`src/rtl/ralu_pkg.sv`:
```
package ralu_pkg;

    typedef enum logic [4:0] {
        OP_ADD   = 5'd0,
        OP_ADC   = 5'd1,
        OP_SUB   = 5'd2,
        OP_SBC   = 5'd3,
        OP_CP    = 5'd4,
        OP_CPC   = 5'd5,
        OP_AND   = 5'd6,
        OP_OR    = 5'd7,
        OP_XOR   = 5'd8,
        OP_COM   = 5'd9,
        OP_NEG   = 5'd10,
        OP_INC   = 5'd11,
        OP_DEC   = 5'd12,
        OP_LSL   = 5'd13,
        OP_LSR   = 5'd14,
        OP_ROL   = 5'd15,
        OP_ROR   = 5'd16,
        OP_ASR   = 5'd17,
        OP_SWAP  = 5'd18,
        OP_FSET  = 5'd19,
        OP_FCLR  = 5'd20,
        OP_TST   = 5'd21,
        OP_TLD   = 5'd22,
        OP_PASS  = 5'd23
    } alu_op_e;

    // packed from bit 7 down to bit 0; bit positions are addressed by FSET/FCLR
    typedef struct packed {
        logic i;
        logic t;
        logic h;
        logic s;
        logic v;
        logic n;
        logic z;
        logic c;
    } flag_t;

    localparam int FLAG_BITS = 8;
    localparam int FLAG_IDX_W = $clog2(FLAG_BITS);

endpackage

```
`src/rtl/ralu_addsub.sv`:
```
module ralu_addsub #(
    parameter int W = 8
) (
    input  logic [W-1:0] x,
    input  logic [W-1:0] y,
    input  logic         cin,
    input  logic         sub,
    output logic [W-1:0] r,
    output logic         c,
    output logic         h,
    output logic         v
);
    localparam int HALF = W / 2;

    logic [W:0] full;

    always_comb begin
        if (sub) begin
            full = {1'b0, x} - {1'b0, y} - {{W{1'b0}}, cin};
        end else begin
            full = {1'b0, x} + {1'b0, y} + {{W{1'b0}}, cin};
        end
        r = full[W-1:0];
        c = full[W];
        // carry (or borrow) entering bit HALF
        h = x[HALF] ^ y[HALF] ^ full[HALF];
        if (sub) begin
            v = (x[W-1] ^ y[W-1]) & (x[W-1] ^ full[W-1]);
        end else begin
            v = ~(x[W-1] ^ y[W-1]) & (x[W-1] ^ full[W-1]);
        end
    end

endmodule

```
`src/rtl/ralu_bitops.sv`:
```
module ralu_bitops
    import ralu_pkg::*;
#(
    parameter int W = 8,
    localparam int IW = $clog2(W)
) (
    input  alu_op_e       op,
    input  logic [W-1:0]  a,
    input  logic [W-1:0]  b,
    input  logic [IW-1:0] idx,
    input  logic          cin,
    input  logic          tbit,
    output logic [W-1:0]  r,
    output logic          c
);
    localparam int HALF = W / 2;

    logic [W-1:0] tload;

    // bit insert of the stored T flag, one mux per position
    for (genvar k = 0; k < W; k++) begin : g_tld
        assign tload[k] = (idx == IW'(k)) ? tbit : a[k];
    end

    always_comb begin
        r = a;
        c = 1'b0;
        unique case (op)
            OP_AND:  r = a & b;
            OP_OR:   r = a | b;
            OP_XOR:  r = a ^ b;
            OP_COM:  r = ~a;
            OP_INC:  r = a + {{(W-1){1'b0}}, 1'b1};
            OP_DEC:  r = a - {{(W-1){1'b0}}, 1'b1};
            OP_LSL: begin r = {a[W-2:0], 1'b0};   c = a[W-1]; end
            OP_LSR: begin r = {1'b0, a[W-1:1]};   c = a[0];   end
            OP_ROL: begin r = {a[W-2:0], cin};    c = a[W-1]; end
            OP_ROR: begin r = {cin, a[W-1:1]};    c = a[0];   end
            OP_ASR: begin r = {a[W-1], a[W-1:1]}; c = a[0];   end
            OP_SWAP: r = {a[HALF-1:0], a[W-1:HALF]};
            OP_TLD:  r = tload;
            default: r = a;
        endcase
    end

endmodule

```
`src/rtl/ralu_core.sv`:
```
module ralu_core
    import ralu_pkg::*;
#(
    parameter int W = 8
) (
    input  logic         clk,
    input  logic         rst_n,
    input  logic         op_valid,
    input  logic [4:0]   op_sel,
    input  logic [W-1:0] opa,
    input  logic [W-1:0] opb,
    output logic [W-1:0] result,
    output logic [7:0]   flags
);
    localparam int IW = $clog2(W);
    localparam logic [W-1:0] MIN_NEG = {1'b1, {(W-1){1'b0}}};
    localparam logic [W-1:0] MAX_POS = {1'b0, {(W-1){1'b1}}};

    alu_op_e       op;
    flag_t         flags_q;
    flag_t         flags_d;
    logic [IW-1:0] idx;

    logic [W-1:0]  as_x;
    logic [W-1:0]  as_y;
    logic          as_cin;
    logic          as_sub;
    logic [W-1:0]  as_r;
    logic          as_c;
    logic          as_h;
    logic          as_v;
    logic [W-1:0]  bo_r;
    logic          bo_c;

    assign op  = alu_op_e'(op_sel);
    assign idx = opb[IW-1:0];

    // operand steering for the shared adder; NEG is formed as zero minus opa
    always_comb begin
        as_x   = opa;
        as_y   = opb;
        as_cin = 1'b0;
        as_sub = 1'b0;
        unique case (op)
            OP_ADC:           as_cin = flags_q.c;
            OP_SUB, OP_CP:    as_sub = 1'b1;
            OP_SBC, OP_CPC: begin as_sub = 1'b1; as_cin = flags_q.c; end
            OP_NEG: begin as_x = '0; as_y = opa; as_sub = 1'b1; end
            default: ;
        endcase
    end

    ralu_addsub #(.W(W)) u_addsub (
        .x   (as_x),
        .y   (as_y),
        .cin (as_cin),
        .sub (as_sub),
        .r   (as_r),
        .c   (as_c),
        .h   (as_h),
        .v   (as_v)
    );

    ralu_bitops #(.W(W)) u_bitops (
        .op   (op),
        .a    (opa),
        .b    (opb),
        .idx  (idx),
        .cin  (flags_q.c),
        .tbit (flags_q.t),
        .r    (bo_r),
        .c    (bo_c)
    );

    always_comb begin
        unique case (op)
            OP_ADD, OP_ADC, OP_SUB, OP_SBC,
            OP_CP, OP_CPC, OP_NEG: result = as_r;
            default:               result = bo_r;
        endcase
    end

    // next-state of the flag word
    always_comb begin
        flag_t      f;
        logic [7:0] fv;
        logic       nv_wr;
        f     = flags_q;
        nv_wr = 1'b1;
        unique case (op)
            OP_ADD, OP_ADC, OP_SUB, OP_SBC, OP_CP, OP_CPC, OP_NEG: begin
                f.c = as_c;
                f.h = as_h;
                f.v = as_v;
            end
            OP_AND, OP_OR, OP_XOR: f.v = 1'b0;
            OP_COM: begin f.c = 1'b1; f.v = 1'b0; end
            OP_INC: f.v = (result == MIN_NEG);
            OP_DEC: f.v = (result == MAX_POS);
            OP_LSL, OP_LSR, OP_ROL, OP_ROR, OP_ASR: begin
                f.c = bo_c;
                f.v = result[W-1] ^ bo_c;
            end
            default: nv_wr = 1'b0;
        endcase
        if (nv_wr) begin
            f.n = result[W-1];
            f.z = (result == '0);
            f.s = f.n ^ f.v;
        end
        fv = f;
        unique case (op)
            OP_FSET: fv[opb[FLAG_IDX_W-1:0]] = 1'b1;
            OP_FCLR: fv[opb[FLAG_IDX_W-1:0]] = 1'b0;
            OP_TST:  fv[6] = opa[idx];
            default: ;
        endcase
        flags_d = op_valid ? flag_t'(fv) : flags_q;
    end

    always_ff @(posedge clk) begin
        if (!rst_n) begin
            flags_q <= '0;
        end else begin
            flags_q <= flags_d;
        end
    end

    assign flags = flags_q;

endmodule

```
`config.mk`:
```
export PLATFORM = sky130hd
export DESIGN_NAME = ralu_core
export DESIGN_NICKNAME = d
export VERILOG_FILES = /design/src/rtl/ralu_pkg.sv /design/src/rtl/ralu_addsub.sv /design/src/rtl/ralu_bitops.sv /design/src/rtl/ralu_core.sv
export SDC_FILE = /design/constraint.sdc
export NUM_CORES = 1
export LEC_CHECK = 0
export BUFFER_PORTS_ARGS = -buffer_cell sky130_fd_sc_hd__buf_4
export CAP_MARGIN = 20
export CORE_UTILIZATION = 35
export DETAILED_ROUTE_END_ITERATION = 10
export PLACE_DENSITY = 0.5
export SETUP_SLACK_MARGIN = 0.1
export SLEW_MARGIN = 10
export SYNTH_ARGS = -nofsm -noshare
export SYNTH_HDL_FRONTEND = slang
export SYNTH_SLANG_ARGS = --single-unit
```
`constraint.sdc`:
```
create_clock -name clk -period 6.4 [get_ports clk]
set_clock_uncertainty 0.15 [all_clocks]
set_input_delay 1.28 -clock clk [delete_from_list [all_inputs] [get_ports clk]]
set_output_delay 1.28 -clock clk [all_outputs]
set_load 0.05 [all_outputs]
```
# After elaboration in Yosys (flattened, before gate mapping)
# Cells that the tools add are included.
totals:
  register_bits: 8
  in_bits: 24
  elab_cells: 109
op_classes:
  addsub: 6
  magnitude_cmp: 2
  eq_ne: 31
  muxes: 30
  n_bitwise: 16
  reduce_logical: 16
ops:
  columns: ["operator", "count"]
  rows:
  - ["8-bit case mux with 13 select lines", 1]
  - ["5-bit by 4-bit == test with 1-bit output, second input constant", 8]
  - ["5-bit == test, second input constant", 7]
  - ["8-bit 2-to-1 mux", 3]
  - ["5-bit by 3-bit == test with 1-bit output, second input constant", 4]
  - ["18-bit OR reduction", 1]
  - ["8-bit AND", 2]
  - ["1-bit 2-to-1 mux", 16]
  - ["8-bit NOT", 2]
  - ["8-bit OR", 2]
  - ["3-bit == test, second input constant", 4]
  - ["6-bit case mux with 2 select lines", 1]
  - ["5-bit by 2-bit == test with 1-bit output, second input constant", 2]
  - ["5-bit OR reduction", 2]
  - ["8-bit by 8-bit adder with 9-bit output", 1]
  - ["9-bit by 1-bit adder with 9-bit output", 1]
  - ["9-bit 2-to-1 mux", 1]
  - ["8-bit by 8-bit subtractor with 9-bit output", 1]
  - ["9-bit by 1-bit subtractor with 9-bit output", 1]
  - ["8-bit by 1-bit adder with 8-bit output, second input constant", 1]
  - ["8-bit by 7-bit == test with 1-bit output, second input constant", 1]
  - ["8-bit == test, second input constant", 1]
  - ["8-bit zero test", 1]
  - ["8-bit by 1-bit subtractor with 8-bit output, second input constant", 1]
  - ["25 further kinds", 36]

# Longest topological paths before layout
# Gate-level depths: netlist (run 1).
depth:
  ltp_word: 13
  ltp_mapped: 21
  ltp_nobuf: 18

# Cells and area by module
# A second synthesis (run 1) with hierarchy kept.
hier_totals:
  hier_cells: 510
  hier_area_um2: 3731.1
by_module_without_submodules:
  columns: ["mod", "instances", "cells_each", "area_per_inst_um2"]
  rows:
  - ["ralu_bitops", 1, 191, 1417.6]
  - ["ralu_core", 1, 184, 1312.5]
  - ["ralu_addsub", 1, 135, 1001.0]

# Worst setup path after synthesis (run 1)
# No wires, ideal clock.
synth_path:
  path_kind: "input to output"
  startpoint: "input port op_sel[0]"
  endpoint: "output port result[7]"
  arrival_time_ns: 4.528
  slack_ns: 0.442
  path_stages: 13
  path_buffers: 4
  cell_sequence: "buf_8 nor2b_1 buf_6 clkbuf_1 nand2_1 clkbuf_1 o21ai_0 ha_1 ha_1 a211o_1 o31ai_1 xnor2_1 a221o_1"
synth_via:
  elab_chain_cells: 6
synth_rtl:
  columns: ["item", "line_no", "text"]
  rows:
  - ["start: declaration", "ralu_core.sv:9", "input logic [4:0] op_sel,"]
  - ["5-bit by 4-bit == test with 1-bit output, or another cell as far along", "ralu_core.sv:44, ralu_core.sv:76", null]
  - ["8-bit 2-to-1 mux / 3-bit OR reduction (equally long branches)", null, null]
  - ["8-bit by 8-bit adder with 9-bit output, or another cell as far along", "ralu_addsub.sv:21", "full = {1'b0, x} + {1'b0, y} + {{W{1'b0}}, cin};"]
  - ["9-bit by 1-bit adder with 9-bit output / 9-bit by 1-bit subtractor with 9-bit output (equally long branches)", "ralu_addsub.sv:21, ralu_addsub.sv:19", null]
  - ["9-bit 2-to-1 mux", "ralu_addsub.sv:18", "if (sub) begin"]
  - ["8-bit 2-to-1 mux *", "ralu_core.sv:76", "unique case (op)"]
  - ["end: declaration", "ralu_core.sv:12", "output logic [W-1:0] result,"]
# Every way passes the cells marked *; elsewhere a longest branch is shown, timed or not.

# Worst setup path in the final report (run 1)
layout_path:
  startpoint: "input port op_sel[2]"
  endpoint: "output port result[7]"
# The elaborated chain is that of the path after synthesis.

==> flow_metrics.py, run 1 <==
metrics = {
    "route": {
        "drt_first_pass_iters": 5,
        "drt_wl_total_um": 12930,
        "ant_nets_after_route": 0,
        "routed-via-count": 3932,
        "drt_iter0_markers": 432,
        "routed_via_density": 6.012,
        "drt-wirelength-per-cell_um": 19.78,
        "drc": 0,
    },
    "clock_tree": {
        "cts_tree": "built",
        "ctsHoldBuffers": 0,
        "tritoncts_num_sinks": 8,
        "cts_max_level": 1,
        "clk_path_buf_depth": 2,
        "clk_transition_reported_paths_ps": 40,
        "ctsRootBufferMaster": "clkbuf_8",
        "post-cts-setup-buffers": 0,
        "post_cts_resized": 0,
        "tritoncts.num_buffers": 3,
        "clock_latency_late_sink_ps": 230,
    },
    "setup_path": {
        "worst_ep_arrival_time_ps": 4520,
        "critical_path_capture_point_type": "output port",
        "critical_path.max_stage_delay_ps": 480,
        "crit_path_frequent_cell": "buf_4",
        "worstPathMaxFanout": 30,
        "critical_path.cell_chain": "buf_4 -> buf_4 -> a21oi_1 -> nand3_1 -> inv_1 -> fa_1 -> inv_1 -> ha_1 -> a211oi_1 -> a311oi_1 -> o31ai_1 -> xnor2_1 -> a221o_1 -> buf_4",
        "critical_path_buf_inv_count": 5,
        "critical-path-slowest-cell": "a221o_1",
        "critPathTopFamily": "compound AO/OA/AOI/OAI gates",
        "setup.worst_path.class": "in2out",
        "worst_setup_path_start_kind": "input port",
        "endpoint_required_time_on_the_critical_path_ps": 4970,
    },
    "grt": {
        "global_route.usage.met3_pct": 2.915,
        "grtUsageMet1_pct": 34.41,
        "maximum_number_of_pins_on_one_net_before_global_route_repair": 46,
        "grt.met2_usage_pct": 42.10,
        "grt_util_all_layers_pct": 25.11,
        "overflow": 0,
        "antenna_violations_before_repair": 0,
        "number_of_global_route_vias_before_repair": 3759,
        "grt_pass1_wl_um": 20450,
        "global_route.peak_usage_layer": "met2",
    },
    "placed_design": {
        "dp_hpwl_um": 9834,
        "placement.io_buffers": 39,
        "finalWeightedCongestion": 0.8977,
    },
    "final_layout": {
        "final_layout_size_suffix_gt1_share_pct": 13.63,
        "number_of_fillers_in_the_final_layout": 1117,
        "n_antenna_cell": 0,
        "area_growth_pct": 9.161,
        "final_core_util_pct": 39.63,
        "fin_nets": 587,
        "layout_common_cells": "nand2_1, buf_4, inv_1, a21oi_1, ha_1",
    },
    "floorplanning": {
        "die_x_um": 102.9,
        "fp-row-count": 36,
        "fp.coreArea_um2": 9819,
        "initial_utilization_pct": 36.30,
        "boundary_pins": 40,
        "die_area_um2": 10590,
        "die_y_um": 102.9,
    },
    "logic_synthesis": {
        "synth_seq_cells": 8,
        "synth_cell_types": 85,
        "synth_flop_cell": "dfxtp_1",
        "synth-seq-area-share_pct": 4.493,
        "syn-cell-area_um2": 3565,
        "synth_edf_count": 0,
        "avg_cell_area_syn_um2": 6.990,
        "fraction_of_registers_with_async_set_reset_pct": 0,
        "netlist_instances": 510,
        "synth_fp_nets": 574,
        "ys_warn_count": 0,
    },
    "sta": {
        "post-route-period-util_pct": 93.03,
        "final_hold_viol_count": 0,
        "max-slew-margin-rel_pct": 30.99,
        "finalCriticalPeriod_ps": 5954,
        "tightestPinTransition_ps": 1009,
        "rsz0062_at_grt": "false",
        "slew_viol_final": 0,
        "tns_ps": 0,
        "max_clock_freq_mhz": 168.0,
        "finalSetupViolations": 0,
    },
    "power": {
        "leakagePower_nw": 1.638,
        "power.density_nw_per_um2": 121.6,
        "irDropWorstVdd_uv": 67.64,
    },
    "flow_run": {
        "max_cap_viol_count": 0,
    },
    "hold_path": {
        "hold_class": "reg2reg",
    },
    "status": {
        "status": "complete, no violations",
    },
}
path summary, 6_finish.rpt:
| kind | startpoint | endpoint | slack, ps | depth (start not counted) |
|---|---|---|---|---|
| setup / recovery | op_sel[2] | result[7] | 450 | 14 |
| hold / removal | flags[1] | flags[1] | 340 | 2 |
| setup reg to reg | flags[0] | flags[4] | 2420 | 15 |
| hold reg to reg | flags[1] | flags[1] | 340 | 2 |
through the flow:
stage / std cells / setup WS, ps / area (um2) / hold slack, ps / power (mW)
after floorplan: 510 / 441.7 / 3565 / 357.3 / 0.3151
after global placement: 651 / 495.2 / 3850 / 335.5 / 0.4074
after detailed placement: 651 / 494.1 / 3850 / 339.8 / 0.4105
after CTS: 654 / 482.0 / 3891 / 348.5 / 0.4722
after global routing: 654 / 252.8 / 3891 / 368.7 / 0.5095
final: 654 / 446.1 / 3891 / 342.0 / 0.4731
worst register-to-register path: cells and delay by family, from the launching register on:
family / cells / cell delay [ps]
and+or+nand+nor: 4 / 1110
AOI/OAI and AO/OA: 5 / 1020
adders and majority gates: 2 / 580
DFF: 1 / 500
muxes: 1 / 200
buffers and inverters: 2 / 180
xor gates and xnor gates: 1 / 170
kinds of logic (layout without fill, tap and decap cells):
| group | after synthesis | after routing | synth area share (%) |
|---|---|---|---|
| XOR/XNOR | 15 | 15 | 3.686 |
| multiplexers | 19 | 19 | 5.405 |
| AO/OA/AOI/OAI | 158 | 158 | 30.68 |
| buffers and inverters | 78 | 89 | 10.78 |
| adder cells (fa/ha/maj) | 40 | 40 | 14.88 |
| flip-flops | 8 | 8 | 4.493 |
| AND/OR/NAND/NOR | 192 | 192 | 30.08 |
cells in the mapped netlist (all sizes together), types with 8 or more instances:
library cell	number	area, um2
dfxtp	8	160.2
nor3b	9	93.85
mux2i	17	170.2
clkbuf	16	60.06
a21oi	36	180.2
nor2b	20	125.1
nor2	34	130.1
o21ai	34	173.9
ha	36	450.4
nand3	23	115.1
xnor2	13	113.9
nand3b	8	60.06
nand4	12	75.07
nand2	48	180.2
inv	36	135.1
buf	24	181.4
o211ai	12	90.09
area by class of cell:
cell class	instances	area [um2]	share of cell area (%)
Sequential cell	8	160.2	4.116
Inverter	38	142.6	3.666
Clock buffer	3	41.29	1.061
Tap cell	133	166.4	4.277
Multi-Input combinational cell	424	3020	77.62
Timing Repair Buffer	48	360.3	9.260
report_power, final:
group | leakage, nW | switching [mW] | internal, mW
logic | 1.55 | 0.227 | 0.129
clock network | 0.0216 | 0.0188 | 0.0407
registers | 0.0653 | 0.00431 | 0.0533
total | 1.64 | 0.250 | 0.223
routing by layer:
metal	wire, um	vias up
li1	-	1908
met1	5851	1866
met3	791	16
met5	0	-
met2	6147	142
met4	144	0
Note: power is estimated with default switching activity, not from simulation.
==> run 2: changes to the inputs <==
CORE_UTILIZATION = 60   (was 35)
PLACE_DENSITY = 0.79   (was 0.5)
==> flow_metrics.py, run 2 (synthesized netlist as in run 1, its figures left out) <==
metrics = {
    "setup_path": {
        "worst_ep_arrival_time_ps": 4620,
        "worst_setup_path_start_kind": "input port",
        "worstPathMaxFanout": 31,
        "critical_path_capture_point_type": "output port",
        "setup.worst_path.class": "in2out",
        "endpoint_required_time_on_the_critical_path_ps": 4970,
    },
    "clock_tree": {
        "clock_latency_late_sink_ps": 230,
        "ctsHoldBuffers": 0,
        "clk_path_buf_depth": 2,
        "clk_transition_reported_paths_ps": 40,
        "post-cts-setup-buffers": 0,
        "ctsRootBufferMaster": "clkbuf_8",
        "post_cts_resized": 0,
        "cts_max_level": 1,
        "tritoncts_num_sinks": 8,
        "tritoncts.num_buffers": 3,
        "cts_tree": "built",
    },
    "placed_design": {
        "dp_hpwl_um": 9144,
        "placedInstanceArea_um2": 3766,
        "finalWeightedCongestion": 1.008,
        "placement.io_buffers": 39,
    },
    "grt": {
        "antenna_violations_before_repair": 0,
        "overflow": 0,
        "grt_util_all_layers_pct": 40.76,
        "maximum_number_of_pins_on_one_net_before_global_route_repair": 47,
        "grt_pass1_wl_um": 19720,
        "number_of_global_route_vias_before_repair": 3730,
    },
    "floorplanning": {
        "die_area_um2": 6254,
        "boundary_pins": 40,
        "die_x_um": 79.08,
        "fp.coreArea_um2": 5608,
        "fp-row-count": 27,
        "die_y_um": 79.08,
        "initial_utilization_pct": 63.57,
    },
    "sta": {
        "slew_viol_final": 0,
        "finalCriticalPeriod_ps": 6054,
        "max-slew-margin-rel_pct": 32.59,
        "tns_ps": 0,
        "max_clock_freq_mhz": 165.2,
        "rsz0062_at_grt": "false",
        "final_hold_viol_count": 0,
        "post-route-period-util_pct": 94.60,
        "tightestPinTransition_ps": 985.7,
        "finalSetupViolations": 0,
    },
    "power": {
        "combinationalPowerShare_pct": 74.9,
        "leakagePower_nw": 1.634,
        "switching_power_mw": 0.2513,
        "irDropWorstVdd_uv": 124.1,
        "seq_power_share_pct": 12.1,
        "intPower_mw": 0.2227,
        "power.share.clock_pct": 13.0,
        "power.density_nw_per_um2": 124.4,
        "p_sw_share_pct": 53.02,
    },
    "route": {
        "drt_iter0_markers": 472,
        "drt_first_pass_iters": 5,
        "drt-wirelength-per-cell_um": 20.53,
        "drt_wl_total_um": 12150,
        "routed-via-count": 4086,
        "ant_nets_after_route": 0,
        "routed_via_density": 6.902,
        "drc": 0,
    },
    "final_layout": {
        "number_of_fillers_in_the_final_layout": 524,
        "final_layout_size_suffix_gt1_share_pct": 13.65,
        "finalInstanceArea_um2": 3810,
        "area_growth_pct": 6.879,
        "n_antenna_cell": 0,
        "ff_latch_area_um2": 160.2,
        "fin_nets": 586,
        "multi_input_comb_area_um2": 3023,
        "layout_common_cells": "nand2_1, buf_4, inv_1, a21oi_1, ha_1",
    },
    "flow_run": {
        "max_cap_viol_count": 0,
    },
    "hold_path": {
        "hold_class": "reg2reg",
    },
    "status": {
        "status": "complete, no violations",
    },
}
==> run 2: cell types whose count changed in the layout (fill, tap and decap cells not counted) <==
cell / previous run / this run
nand2_1: 48 / 47
nand2_2: 0 / 1
buf_4: 48 / 47
==> run 2: area by class of cell <==
class / instances / share of cell area, %
multi-input combinational: 424 / 79.34
clock buffer: 3 / 1.084
sequential: 8 / 4.204
tap: 72 / 2.365
timing repair buffer: 47 / 9.261
inverter: 38 / 3.744
==> run 2: path summary, 6_finish.rpt <==
check        slack, ps   endpoint  depth (start not counted)       from
max                350  result[7]                         13  op_sel[2]
min                340   flags[1]                          2   flags[1]
max reg2reg       2640   flags[3]                         14   flags[0]
min reg2reg        340   flags[1]                          2   flags[1]
==> run 2: routing by layer <==
| metal | GRT usage (%) | part of all wire (%) |
|---|---|---|
| met1 | 54.56 | 41 |
| met2 | 65.34 | 45 |
| met3 | 7.701 | 11 |
| met4 | 13.09 | 3.6 |
| met5 | 0 | 0 |
==> run 2: critical path, stage by stage <==
cell      delay [ps]
buf_4            220
nor3b_4          240
nand2_2          210
a21o_1           270
fa_1             380
inv_1            100
ha_1             230
a211oi_1         340
a311oi_1         120
o31ai_1          350
xnor2_1          170
a221o_1          470
buf_4            230
==> run 2: stage by stage <==
step                setup slack (ps)  cells  hold WS, ps  power, mW  utilization, %
finish                         345.6    592        340.2     0.4740           67.94
global route                   115.4    592        355.0     0.5049           67.94
CTS                            257.4    592        338.6     0.4666           67.89
detailed placement             261.4    589        326.4     0.4039           67.16
global placement               321.5    589        326.7     0.3961           67.16
floorplan                      441.7    510        357.3     0.3151               -
==> run 2: power groups by stage <==
stage | clock network [mW] | registers, mW | logic (mW)
global route | 0.0640 | 0.0578 | 0.383
floorplan | 0 | 0.0640 | 0.251
detailed placement | 0 | 0.0582 | 0.346
global placement | 0 | 0.0580 | 0.338
finish | 0.0615 | 0.0575 | 0.355
CTS | 0.0621 | 0.0574 | 0.347
==> run 3: changes to the inputs <==
SYNTH_HIERARCHICAL = 1   (was not set)
==> flow_metrics.py, run 3 <==
metrics = {
    "logic_synthesis": {
        "synth-seq-area-share_pct": 4.292,
        "ys_warn_count": 6,
        "yosysTopAreaCell": "ha_1",
        "synth_fp_nets": 582,
        "synth_cell_types": 84,
        "fraction_of_registers_with_async_set_reset_pct": 0,
        "synth.top_cells.by_count": "nor2_1, inv_1, ha_1",
        "synth_top_cell_area_share_pct": 14.42,
        "synth_seq_cells": 8,
        "synth.most_common_cell": "nor2_1",
        "synth_flop_cell": "dfxtp_1",
        "synth.top_cells.by_area": "ha_1, nor2_1, inv_1",
        "netlist_instances": 510,
        "syn-cell-area_um2": 3731,
        "synth_edf_count": 0,
        "avg_cell_area_syn_um2": 7.316,
    },
    "clock_tree": {
        "cts_max_level": 1,
        "clk_path_buf_depth": 2,
        "clock_latency_late_sink_ps": 240,
        "tritoncts.num_buffers": 3,
        "clk_transition_reported_paths_ps": 40,
        "ctsHoldBuffers": 0,
        "ctsRootBufferMaster": "clkbuf_8",
        "cts_tree": "built",
        "tritoncts_num_sinks": 8,
    },
    "route": {
        "routed_via_density": 6.529,
        "drc": 0,
        "drt_first_pass_iters": 6,
        "ant_nets_after_route": 0,
        "routed-via-count": 4035,
        "drt_wl_total_um": 11080,
        "drt-wirelength-per-cell_um": 17.94,
        "drt_iter0_markers": 470,
    },
    "final_layout": {
        "n_antenna_cell": 0,
        "fin_nets": 617,
        "area_growth_pct": 11.84,
        "number_of_fillers_in_the_final_layout": 522,
        "finalInstanceArea_um2": 4173,
        "final_layout_size_suffix_gt1_share_pct": 19.52,
        "layout_common_cells": "nor2_1, buf_4, inv_1, ha_1, nand2_1",
    },
    "flow_run": {
        "max_cap_viol_count": 0,
    },
    "sta": {
        "finalSetupViolations": 0,
        "slew_viol_final": 0,
        "rsz0062_at_grt": "false",
        "finalCriticalPeriod_ps": 6108,
        "timing.hold.ws_ps": 351.2,
        "post-route-period-util_pct": 95.43,
        "max-slew-margin-rel_pct": 42.11,
        "max_clock_freq_mhz": 163.7,
        "tightestPinTransition_ps": 861.0,
        "final.setup.worst_slack_ps": 292.4,
        "final_hold_viol_count": 0,
    },
    "setup_path": {
        "worst_ep_arrival_time_ps": 4680,
        "worstSetupEndpoint": "result[6]",
        "setup.worst_path.class": "in2out",
        "endpoint_required_time_on_the_critical_path_ps": 4970,
        "regToRegSetupSlack_ps": 2140,
        "r2r_start": "flags[0]",
        "reg2reg_depth": 17,
        "worst_setup_path_start_kind": "input port",
        "crit_start": "op_sel[0]",
        "worstPathMaxFanout": 11,
        "critical_path_capture_point_type": "output port",
        "reg2reg_to": "flags[1]",
    },
    "power": {
        "irDropWorstVdd_uv": 129.9,
        "leakagePower_nw": 1.809,
        "power.density_nw_per_um2": 123.5,
    },
    "floorplanning": {
        "boundary_pins": 40,
        "initial_utilization_pct": 62.65,
        "fp-row-count": 28,
        "fp.coreArea_um2": 5956,
        "die_y_um": 80.86,
        "die_area_um2": 6538,
        "die_x_um": 80.86,
    },
    "grt": {
        "number_of_global_route_vias_before_repair": 3675,
        "antenna_violations_before_repair": 0,
        "grt_pass1_wl_um": 17960,
        "grt_util_all_layers_pct": 34.71,
        "overflow": 0,
        "maximum_number_of_pins_on_one_net_before_global_route_repair": 25,
    },
    "hold_path": {
        "hold_class": "reg2reg",
    },
    "placed_design": {
        "dp_hpwl_um": 8225,
        "placedInstanceArea_um2": 4075,
        "finalWeightedCongestion": 0.8942,
        "placement.io_buffers": 39,
        "detailedPlace.worstSlack_ps": -142.6,
    },
    "status": {
        "status": "complete, no violations",
    },
}
## run 3: timing repair
action / CTS / global route
setup endpoints to repair: 1 / 2
gates resized for setup: 2 / 5
pin swaps: 0 / 1
buffers inserted: 0 / 3
## run 3: through the flow
stage	power (mW)	util (%)	cells	setup TNS [ps]
finish	0.5154	70.06	618	0
detailed placement	0.4371	68.42	612	-142.6
global placement	0.4295	68.42	612	0
floorplan	0.3327	-	510	0
CTS	0.5030	69.22	615	0
global route	0.5532	70.06	618	0
## run 3: how the worst min path moves through the flow
| stage | slack (ps) | cells past startpoint | startpoint | endpoint |
|---|---|---|---|---|
| 2_1_floorplan | 560 | 2 | flags[2] | flags[2] |
| 5_1_grt | 380 | 2 | flags[2] | flags[2] |
| 6_report | 350 | 2 | flags[2] | flags[2] |
| 3_5_place_dp | 350 | 2 | flags[2] | flags[2] |
| 4_1_cts | 350 | 2 | flags[2] | flags[2] |
| 3_3_place_gp | 330 | 2 | flags[2] | flags[2] |
## run 3: metal layers
| layer | wire [um] | up-vias | global-route usage (%) |
|---|---|---|---|
| li1 | - | 1945 | - |
| met1 | 4750 | 1829 | 46.49 |
| met2 | 5152 | 236 | 58.57 |
| met3 | 936 | 25 | 2.360 |
| met4 | 245 | 0 | 11.43 |
| met5 | 0 | - | 0 |
## run 3: power by group
part	leakage, nW	switching (mW)	internal [mW]	total, mW
Clock	0.0216	0.0222	0.0410	0.0632
Sequential	0.0653	0.00288	0.0528	0.0557
Combinational	1.72	0.243	0.154	0.396
Total	1.81	0.268	0.247	0.515
## run 3: area by class of cell
| cell class | count | area (um2) | area share, % |
|---|---|---|---|
| inverters | 52 | 195.2 | 4.678 |
| flip-flops and latches | 8 | 160.2 | 3.838 |
| repair buffers | 54 | 409.1 | 9.805 |
| clock buffers | 3 | 41.29 | 0.9895 |
| multi-input cells | 426 | 3273 | 78.44 |
| well taps | 75 | 93.84 | 2.249 |
## run 3: critical path: stages
cell and delay [ps]:
buf_4 110, nand2b_2 230, nor3_4 240, buf_6 180, buf_4 130, nor2b_1 50, inv_1 110, fa_1 200
inv_1 50, fa_1 370, and2b_2 200, o21a_1 170, o21ai_0 190, mux2_2 380, a2111oi_4 240, buf_4 180
mux2i_1 100, inv_2 80, buf_4 190
## run 3: cell families after synthesis
kind of cell / count (synthesis) / synth area share (%)
AND/OR/NAND/NOR: 182 / 26.22
adder cells (fa/ha/maj): 48 / 17.10
AO/OA/AOI/OAI: 147 / 30.48
multiplexers: 32 / 9.121
buffers and inverters: 76 / 8.785
flip-flops: 8 / 4.292
XOR/XNOR: 17 / 3.991
